File: src/rtl/uart_regfile.sv
module uart_regfile #(
  parameter int DATA_W = 32,
  parameter int ADDR_W = 3,
  parameter int BYTE_W = 8
) (
  input  logic              clk,
  input  logic              rst_n,
  input  logic [ADDR_W-1:0] reg_addr,
  input  logic              reg_wr,
  input  logic              reg_rd,
  input  logic [DATA_W-1:0] reg_wdata,
  output logic [DATA_W-1:0] reg_rdata,
  input  logic              rx_valid,
  input  logic [BYTE_W-1:0] rx_data,
  output logic              rx_ready,
  output logic              tx_valid,
  output logic [BYTE_W-1:0] tx_data,
  output logic              irq
);
  localparam logic [ADDR_W-1:0] IX_SR = ADDR_W'(0), IX_DR = ADDR_W'(1), IX_BR = ADDR_W'(2),
                                IX_C1 = ADDR_W'(3), IX_C2 = ADDR_W'(4), IX_C3 = ADDR_W'(5),
                                IX_GT = ADDR_W'(6);
  localparam int F_RXNE = 5, F_TC = 6, F_TXE = 7;
  localparam int C_RE = 2, C_IE = 5, C_UE = 13;
  localparam logic [DATA_W-1:0] SR_INIT  = DATA_W'(32'hC0);
  localparam logic [DATA_W-1:0] SR_LIM   = DATA_W'(32'h3FF);
  localparam logic [DATA_W-1:0] TX_LIM   = DATA_W'(32'hF000);
  localparam logic [DATA_W-1:0] RD_MASK  = DATA_W'(32'h3FF);

  logic [DATA_W-1:0] sr, dr, br, c1, c2, c3, gt;
  logic [DATA_W-1:0] sr_n, c1_n;
  logic              irq_n;

  wire wr_sr = reg_wr && reg_addr == IX_SR && reg_wdata <= SR_LIM;
  wire wr_dr = reg_wr && reg_addr == IX_DR && reg_wdata < TX_LIM;
  wire wr_c1 = reg_wr && reg_addr == IX_C1;
  wire rd_sr = reg_rd && reg_addr == IX_SR;
  wire rd_dr = reg_rd && reg_addr == IX_DR;
  wire rx_take = rx_valid && rx_ready;
  wire rx_keep = rx_take && c1_n[C_UE] && c1_n[C_RE];

  assign rx_ready = !sr[F_RXNE];
  assign tx_valid = wr_dr;
  assign tx_data  = reg_wdata[BYTE_W-1:0];

  always_comb begin
    unique case (reg_addr)
      IX_SR:   reg_rdata = sr;
      IX_DR:   reg_rdata = dr & RD_MASK;
      IX_BR:   reg_rdata = br;
      IX_C1:   reg_rdata = c1;
      IX_C2:   reg_rdata = c2;
      IX_C3:   reg_rdata = c3;
      IX_GT:   reg_rdata = gt;
      default: reg_rdata = '0;
    endcase
  end

  always_comb begin
    sr_n  = sr;
    irq_n = irq;
    c1_n  = wr_c1 ? reg_wdata : c1;
    if (rd_sr) sr_n[F_TC] = 1'b0;
    if (rd_dr) begin
      sr_n[F_TXE]  = 1'b1;
      sr_n[F_RXNE] = 1'b0;
      irq_n        = 1'b0;
    end
    if (wr_sr) begin
      sr_n = sr_n & reg_wdata;
      if (!sr_n[F_RXNE]) irq_n = 1'b0;
    end
    if (wr_dr) begin
      sr_n[F_TC]  = 1'b1;
      sr_n[F_TXE] = 1'b0;
    end
    if (wr_c1 && reg_wdata[C_IE] && sr_n[F_RXNE]) irq_n = 1'b1;
    if (rx_keep) begin
      sr_n[F_RXNE] = 1'b1;
      if (c1_n[C_IE]) irq_n = 1'b1;
    end
  end

  always_ff @(posedge clk) begin
    if (!rst_n) begin
      sr  <= SR_INIT;
      dr  <= '0;
      br  <= '0;
      c1  <= '0;
      c2  <= '0;
      c3  <= '0;
      gt  <= '0;
      irq <= 1'b0;
    end else begin
      sr  <= sr_n;
      c1  <= c1_n;
      irq <= irq_n;
      if (rx_keep) dr <= DATA_W'(rx_data);
      if (reg_wr && reg_addr == IX_BR) br <= reg_wdata;
      if (reg_wr && reg_addr == IX_C2) c2 <= reg_wdata;
      if (reg_wr && reg_addr == IX_C3) c3 <= reg_wdata;
      if (reg_wr && reg_addr == IX_GT) gt <= reg_wdata;
    end
  end
endmodule

File: config.mk
export PLATFORM = sky130hd
export DESIGN_NAME = uart_regfile
export DESIGN_NICKNAME = d
export VERILOG_FILES = /design/src/rtl/uart_regfile.sv
export SDC_FILE = /design/constraint.sdc
export NUM_CORES = 1
export LEC_CHECK = 0
export ABC_AREA = 1
export BUFFER_PORTS_ARGS = -buffer_cell sky130_fd_sc_hd__buf_2
export CAP_MARGIN = 20
export CORE_ASPECT_RATIO = 1.75
export CORE_MARGIN = 2
export CORE_UTILIZATION = 40
export DETAILED_ROUTE_END_ITERATION = 6
export PLACE_DENSITY = 0.57
export SETUP_SLACK_MARGIN = 0.3
export SLEW_MARGIN = 0
export SYNTH_ARGS = -nofsm -noshare
export SYNTH_HDL_FRONTEND = slang
export SYNTH_SLANG_ARGS = --single-unit
File: constraint.sdc
create_clock -name clk -period 3.4 [get_ports clk]
set_input_delay 0.34 -clock clk [delete_from_list [all_inputs] [get_ports clk]]
set_output_delay 0.34 -clock clk [all_outputs]
set_load 0.03 [all_outputs]
==> impl_metrics.tcl, run 1 <==
set metrics [dict create \
    status "complete, but fails checks" \
    violations "DRC" \
    die-area_mm2 0.0221 \
    ff2ff_path_depth 5 \
    port_buffers 90 \
    period_share 0.695 \
    postCtsHoldBufs 0 \
    drc_errors 1 \
    grt_max_degree 93 \
    period_needed_ns 2.36 \
    synth_cells 1120 \
    p_leak_nw 3.60 \
    htreeDepth 1 \
    end_kind "output port" \
    antenna_cells 0 \
    cts_buffer_depth 3 \
    coreArea_mm2 0.0207 \
    yosysSeqAreaShare 0.482 \
    die_w_um 113 \
    dp_hpwl_um 15400 \
    clk_latency_ns 0.48 \
    cts_buffers 19 \
    worstPathArrival_ns 2.02 \
    drt_first_pass_iters 7 \
    vias 7448 \
    rsz0062_at_grt "no" \
    die_y_um 195 \
    power_density_mw_per_mm2 506 \
    dpl-instance-area_mm2 0.00890 \
    overflow 0 \
    syn_area_mm2 0.00836 \
    yosysWarnings 0 \
    synth-simple-area-share 0.167 \
    final.setup.tns_ns 0 \
    max_slew_margin 0.547 \
    cts.sinks 201 \
    synth.area.mux_share 0 \
    layout_common_cells "201 x dfxtp_1, 165 x a21oi_1, 149 x nand2_1" \
    drv_cap 0 \
    criticalPathCategory "input pin to output port" \
    worstPathRequired_ns 3.06 \
    synth_compound_area_frac 0.243 \
    ys_seq_elements 201 \
    cts_tree "done" \
    synthAdderAreaFrac 0 \
    rows 70 \
    initial_core_util 0.404 \
    path_clk_slew_ns 0.06 \
    hold_depth 3 \
    post_synth_num_cell_types 28 \
    hp-class "input pin to flop" \
    worst_setup_path_start_kind "input pin" \
    grt.total_usage 0.216 \
    post-cts-setup-buffers 0 \
    grt_pass1_vias 7006 \
    pin_count 91 \
    ir_drop_uv 247 \
    cts_resized 0 \
    drv_slew 0 \
    final_common_cell "dfxtp_1" \
    synth_nets 1168 \
    tightest_slew_ns 0.680 \
    synth_top_family_by_area "compound AO/OA/AOI/OAI gates" \
    fin_worst_skew_ns 0.00290 \
    synthXorXnorAreaFrac 0 \
    drt-total-wl_um 24200 \
    nNetsFinal 1213 \
    avgViaCountPerCell 5.23 \
    drt_iter0_markers 381 \
    cts_root_buf "clkbuf_16" \
    stdcell_area_mm2 0.00945 \
    cp_max_fo 22 \
    antenna_found_initial 1 \
    wl_per_cell_um 17.0 \
    place.gp.congestion 0.775 \
    grt_pass1_wl_um 38000 \
    finish.utilization 0.457 \
    finalHoldViolCount 0 \
    timing.fmax_mhz 423 \
    avgSynthCellArea_um2 7.46 \
    drive_gt1_frac 0.130 \
    syn2layout_area_growth_pct 13.1 \
    postRouteAntennaNets 0 \
    setup_violations 0 \
]
-- where the power goes --
part / switching [mW] / leakage (nW) / internal (mW)
registers: 0.0199 / 1.63 / 2.42
logic: 0.290 / 1.70 / 0.108
clock network: 0.861 / 0.267 / 1.09
total: 1.17 / 3.60 / 3.61
-- layer usage --
layer,vias up,GRT usage,part of all wire
met5,-,0,0.00046
met4,2,0.0506,0.017
met3,35,0.0233,0.039
met2,148,0.407,0.52
met1,3462,0.261,0.42
li1,3801,-,-
-- cell type report --
cell class                      instances  area [um2]
Inverter                              139         523
Multi-Input combinational cell        696        3430
Sequential cell                       201        4020
Timing Repair Buffer                  108         613
Clock buffer                           28         539
Fill cell                            2126       11200
Clock inverter                          1        5.00
Tap cell                              252         315
-- per-stage QoR --
step                std cells  setup WS (ns)  total power, mW  hold slack (ns)
global placement         1396           1.07             2.88            0.419
finish                   1425           1.04             4.78            0.167
global route             1425          0.875             4.97            0.169
CTS                      1425           1.03             4.83            0.153
detailed placement       1396           1.04             2.89            0.424
floorplan                1120           1.53             2.74            0.412
-- state kept, by name, indices dropped and copies added, names as in the netlist --
name / cells
dr: 8
gt: 32
c2: 32
br: 32
c3: 32
irq: 1
sr: 32
c1: 32
-- final timing paths --
check / from / slack, ns / end
max: reg_addr[2] / 1.04 / reg_rdata[5]
min: reg_wdata[9] / 0.17 / sr[9]
max reg2reg: sr[5] / 2.08 / dr[5]
min reg2reg: sr[17] / 0.43 / sr[17]
-- worst max-delay path, stage by stage --
cell	delay, ns
buf_2	0.18
inv_1	0.11
nand2_1	0.15
inv_1	0.31
buf_4	0.38
nand2_1	0.08
o21ai_0	0.08
inv_1	0.06
o2111ai_1	0.09
buf_2	0.23
-- synthesized netlist by cell type --
cell,number,share of area
nor2_8,1,0.0024
nor2_1,110,0.049
nand3_2,2,0.0024
nand3_1,31,0.019
buf_4,11,0.0099
nor2_4,3,0.0040
nand3_4,1,0.0021
dfxtp_1,201,0.48
a21oi_1,165,0.099
clkbuf_1,50,0.022
o21ai_4,2,0.0039
nand2_1,151,0.068
clkinv_2,1,0.00060
o21ai_0,131,0.078
o21ai_1,2,0.0012
inv_2,5,0.0022
nor2_2,1,0.00075
o22ai_1,37,0.028
nand4_1,12,0.0090
inv_1,132,0.059
clkinv_1,1,0.00045
o2111ai_1,28,0.029
nor3_1,12,0.0072
buf_2,23,0.014
a22oi_1,3,0.0027
o221ai_1,1,0.0010
nand2_4,1,0.0013
nand2_2,2,0.0015
-- logic make-up after synthesis --
family / Yosys count
AND/OR/NAND/NOR: 327
AO/OA/AOI/OAI: 369
buffers and inverters: 223
flip-flops: 201
Note: power is estimated with default switching activity, not from simulation.
==> run 2, diff against run 1 <==
==> constraint.sdc (replaced) <==
create_clock -name clk -period 2.42 [get_ports clk]
set_input_delay 0.242 -clock clk [delete_from_list [all_inputs] [get_ports clk]]
set_output_delay 0.242 -clock clk [all_outputs]
set_load 0.03 [all_outputs]
==> impl_metrics.tcl, run 2 (synthesis results as in run 1) <==
set metrics [dict create \
    status "complete, but fails checks" \
    violations "DRC" \
    coreArea_mm2 0.0207 \
    antenna_found_initial 1 \
    layout_common_cells "201 x dfxtp_1, 165 x a21oi_1, 149 x nand2_1" \
    syn2layout_area_growth_pct 15.0 \
    max_slew_margin 0.579 \
    worstPathArrival_ns 1.72 \
    hold_end "sr[9]" \
    grt_max_degree 134 \
    grt_pass1_vias 7110 \
    final_common_cell "dfxtp_1" \
    tightest_slew_ns 0.629 \
    rrSetupSlack_ns 1.04 \
    period_share 0.811 \
    path_clk_slew_ns 0.06 \
    rows 70 \
    hp-class "input pin to flop" \
    grt_pass1_wl_um 38400 \
    postRouteAntennaNets 0 \
    die-area_mm2 0.0221 \
    worst_setup_path_start_kind "input pin" \
    p_leak_nw 3.67 \
    place.gp.congestion 0.803 \
    stdcell_area_mm2 0.00961 \
    cts_buffers 19 \
    drt-total-wl_um 24200 \
    n_fill_cell 2151 \
    rr_startpoint "sr[5]" \
    dp_slack_ns 0.362 \
    fin_worst_skew_ns 0.0113 \
    drc_errors 1 \
    rsz0062_at_grt "no" \
    drive_gt1_frac 0.137 \
    nNetsFinal 1222 \
    dpl-instance-area_mm2 0.00900 \
    avgViaCountPerCell 5.20 \
    ir_drop_uv 446 \
    clk_latency_ns 0.49 \
    period_needed_ns 1.96 \
    criticalPathCategory "input pin to output port" \
    die_y_um 195 \
    grt.total_usage 0.218 \
    drv_cap 0 \
    drt_iter0_markers 341 \
    cts_root_buf "clkbuf_16" \
    wl_per_cell_um 16.8 \
    cts_tree "done" \
    setup_violations 0 \
    ff2ff_path_depth 5 \
    port_buffers 90 \
    htreeDepth 1 \
    final.setup.tns_ns 0 \
    drv_slew 0 \
    hold_depth 3 \
    post-cts-setup-buffers 0 \
    end_kind "output port" \
    r2r_end "dr[6]" \
    worstPathRequired_ns 2.18 \
    fin_cells 1438 \
    postCtsHoldBufs 0 \
    layout_setup_ws_ns 0.457 \
    initial_core_util 0.404 \
    dp_cells 1405 \
    overflow 0 \
    pin_count 91 \
    hp-start "reg_wdata[9]" \
    antenna_cells 0 \
    timing.fmax_mhz 509 \
    power_density_mw_per_mm2 728 \
    dp_hpwl_um 15800 \
    finalHoldViolCount 0 \
    cts.sinks 201 \
    drt_first_pass_iters 7 \
    die_w_um 113 \
    cts_buffer_depth 3 \
    cp_max_fo 11 \
    vias 7477 \
]
-- run 2: changes by cell type in the layout (fill, tap and decap cells not counted), sizes merged --
cell and change:
bufinv +2, clkinv +1, buf +9, clkbuf +1
-- run 2: stage by stage --
| stage | total power [mW] | hold slack [ns] | util |
|---|---|---|---|
| after floorplan | 3.85 | 0.377 | - |
| after global placement | 4.06 | 0.420 | 0.435 |
| after detailed placement | 4.07 | 0.424 | 0.435 |
| after CTS | 7.05 | 0.0400 | 0.465 |
| after global routing | 7.23 | 0.0677 | 0.465 |
| final | 6.99 | 0.0514 | 0.465 |
-- run 2: timing repair --
action | in CTS | in global routing
resized for setup | 0 | 3
endpoints found under the hold margin | 0 | 0
setup endpoints to repair | 0 | 2
-- run 2: metal layers --
layer  vias to the layer above  share of wire  GRT usage
met3                        42          0.041     0.0230
li1                       3818              -          -
met2                       175           0.51      0.404
met4                         2          0.025     0.0637
met5                         -        0.00029          0
met1                      3440           0.42      0.262
-- run 2: how the worst max path moves through the flow --
stage	from	to	cells past startpoint
after floorplan	reg_addr[2]	reg_rdata[17]	7
after global routing	reg_addr[2]	reg_rdata[13]	7
after detailed placement	reg_addr[1]	gt[7]	9
after global placement	reg_addr[2]	reg_rdata[10]	6
after CTS	reg_addr[2]	reg_rdata[16]	6
final	reg_addr[2]	reg_rdata[13]	7
-- run 2: layout make-up --
cell class / instances / area [um2] / area share
flip-flops and latches: 201 / 4020 / 0.419
well taps: 252 / 315 / 0.0328
clock buffers: 29 / 533 / 0.0555
inverters: 139 / 527 / 0.0548
clock inverters: 4 / 73.8 / 0.00768
multi-input cells: 696 / 3430 / 0.357
repair buffers: 117 / 706 / 0.0735
-- run 2: worst max-delay path: stages --
cell and delay, ns:
buf_2 0.21, nand3_2 0.37, buf_4 0.33, o22ai_1 0.16, nor2_1 0.07, o221ai_1 0.09, buf_2 0.24
-- run 2: power breakdown --
part | leakage (nW) | switching (mW) | internal, mW
Sequential | 1.63 | 0.0278 | 3.39
Clock | 0.295 | 1.26 | 1.74
Combinational | 1.75 | 0.408 | 0.161
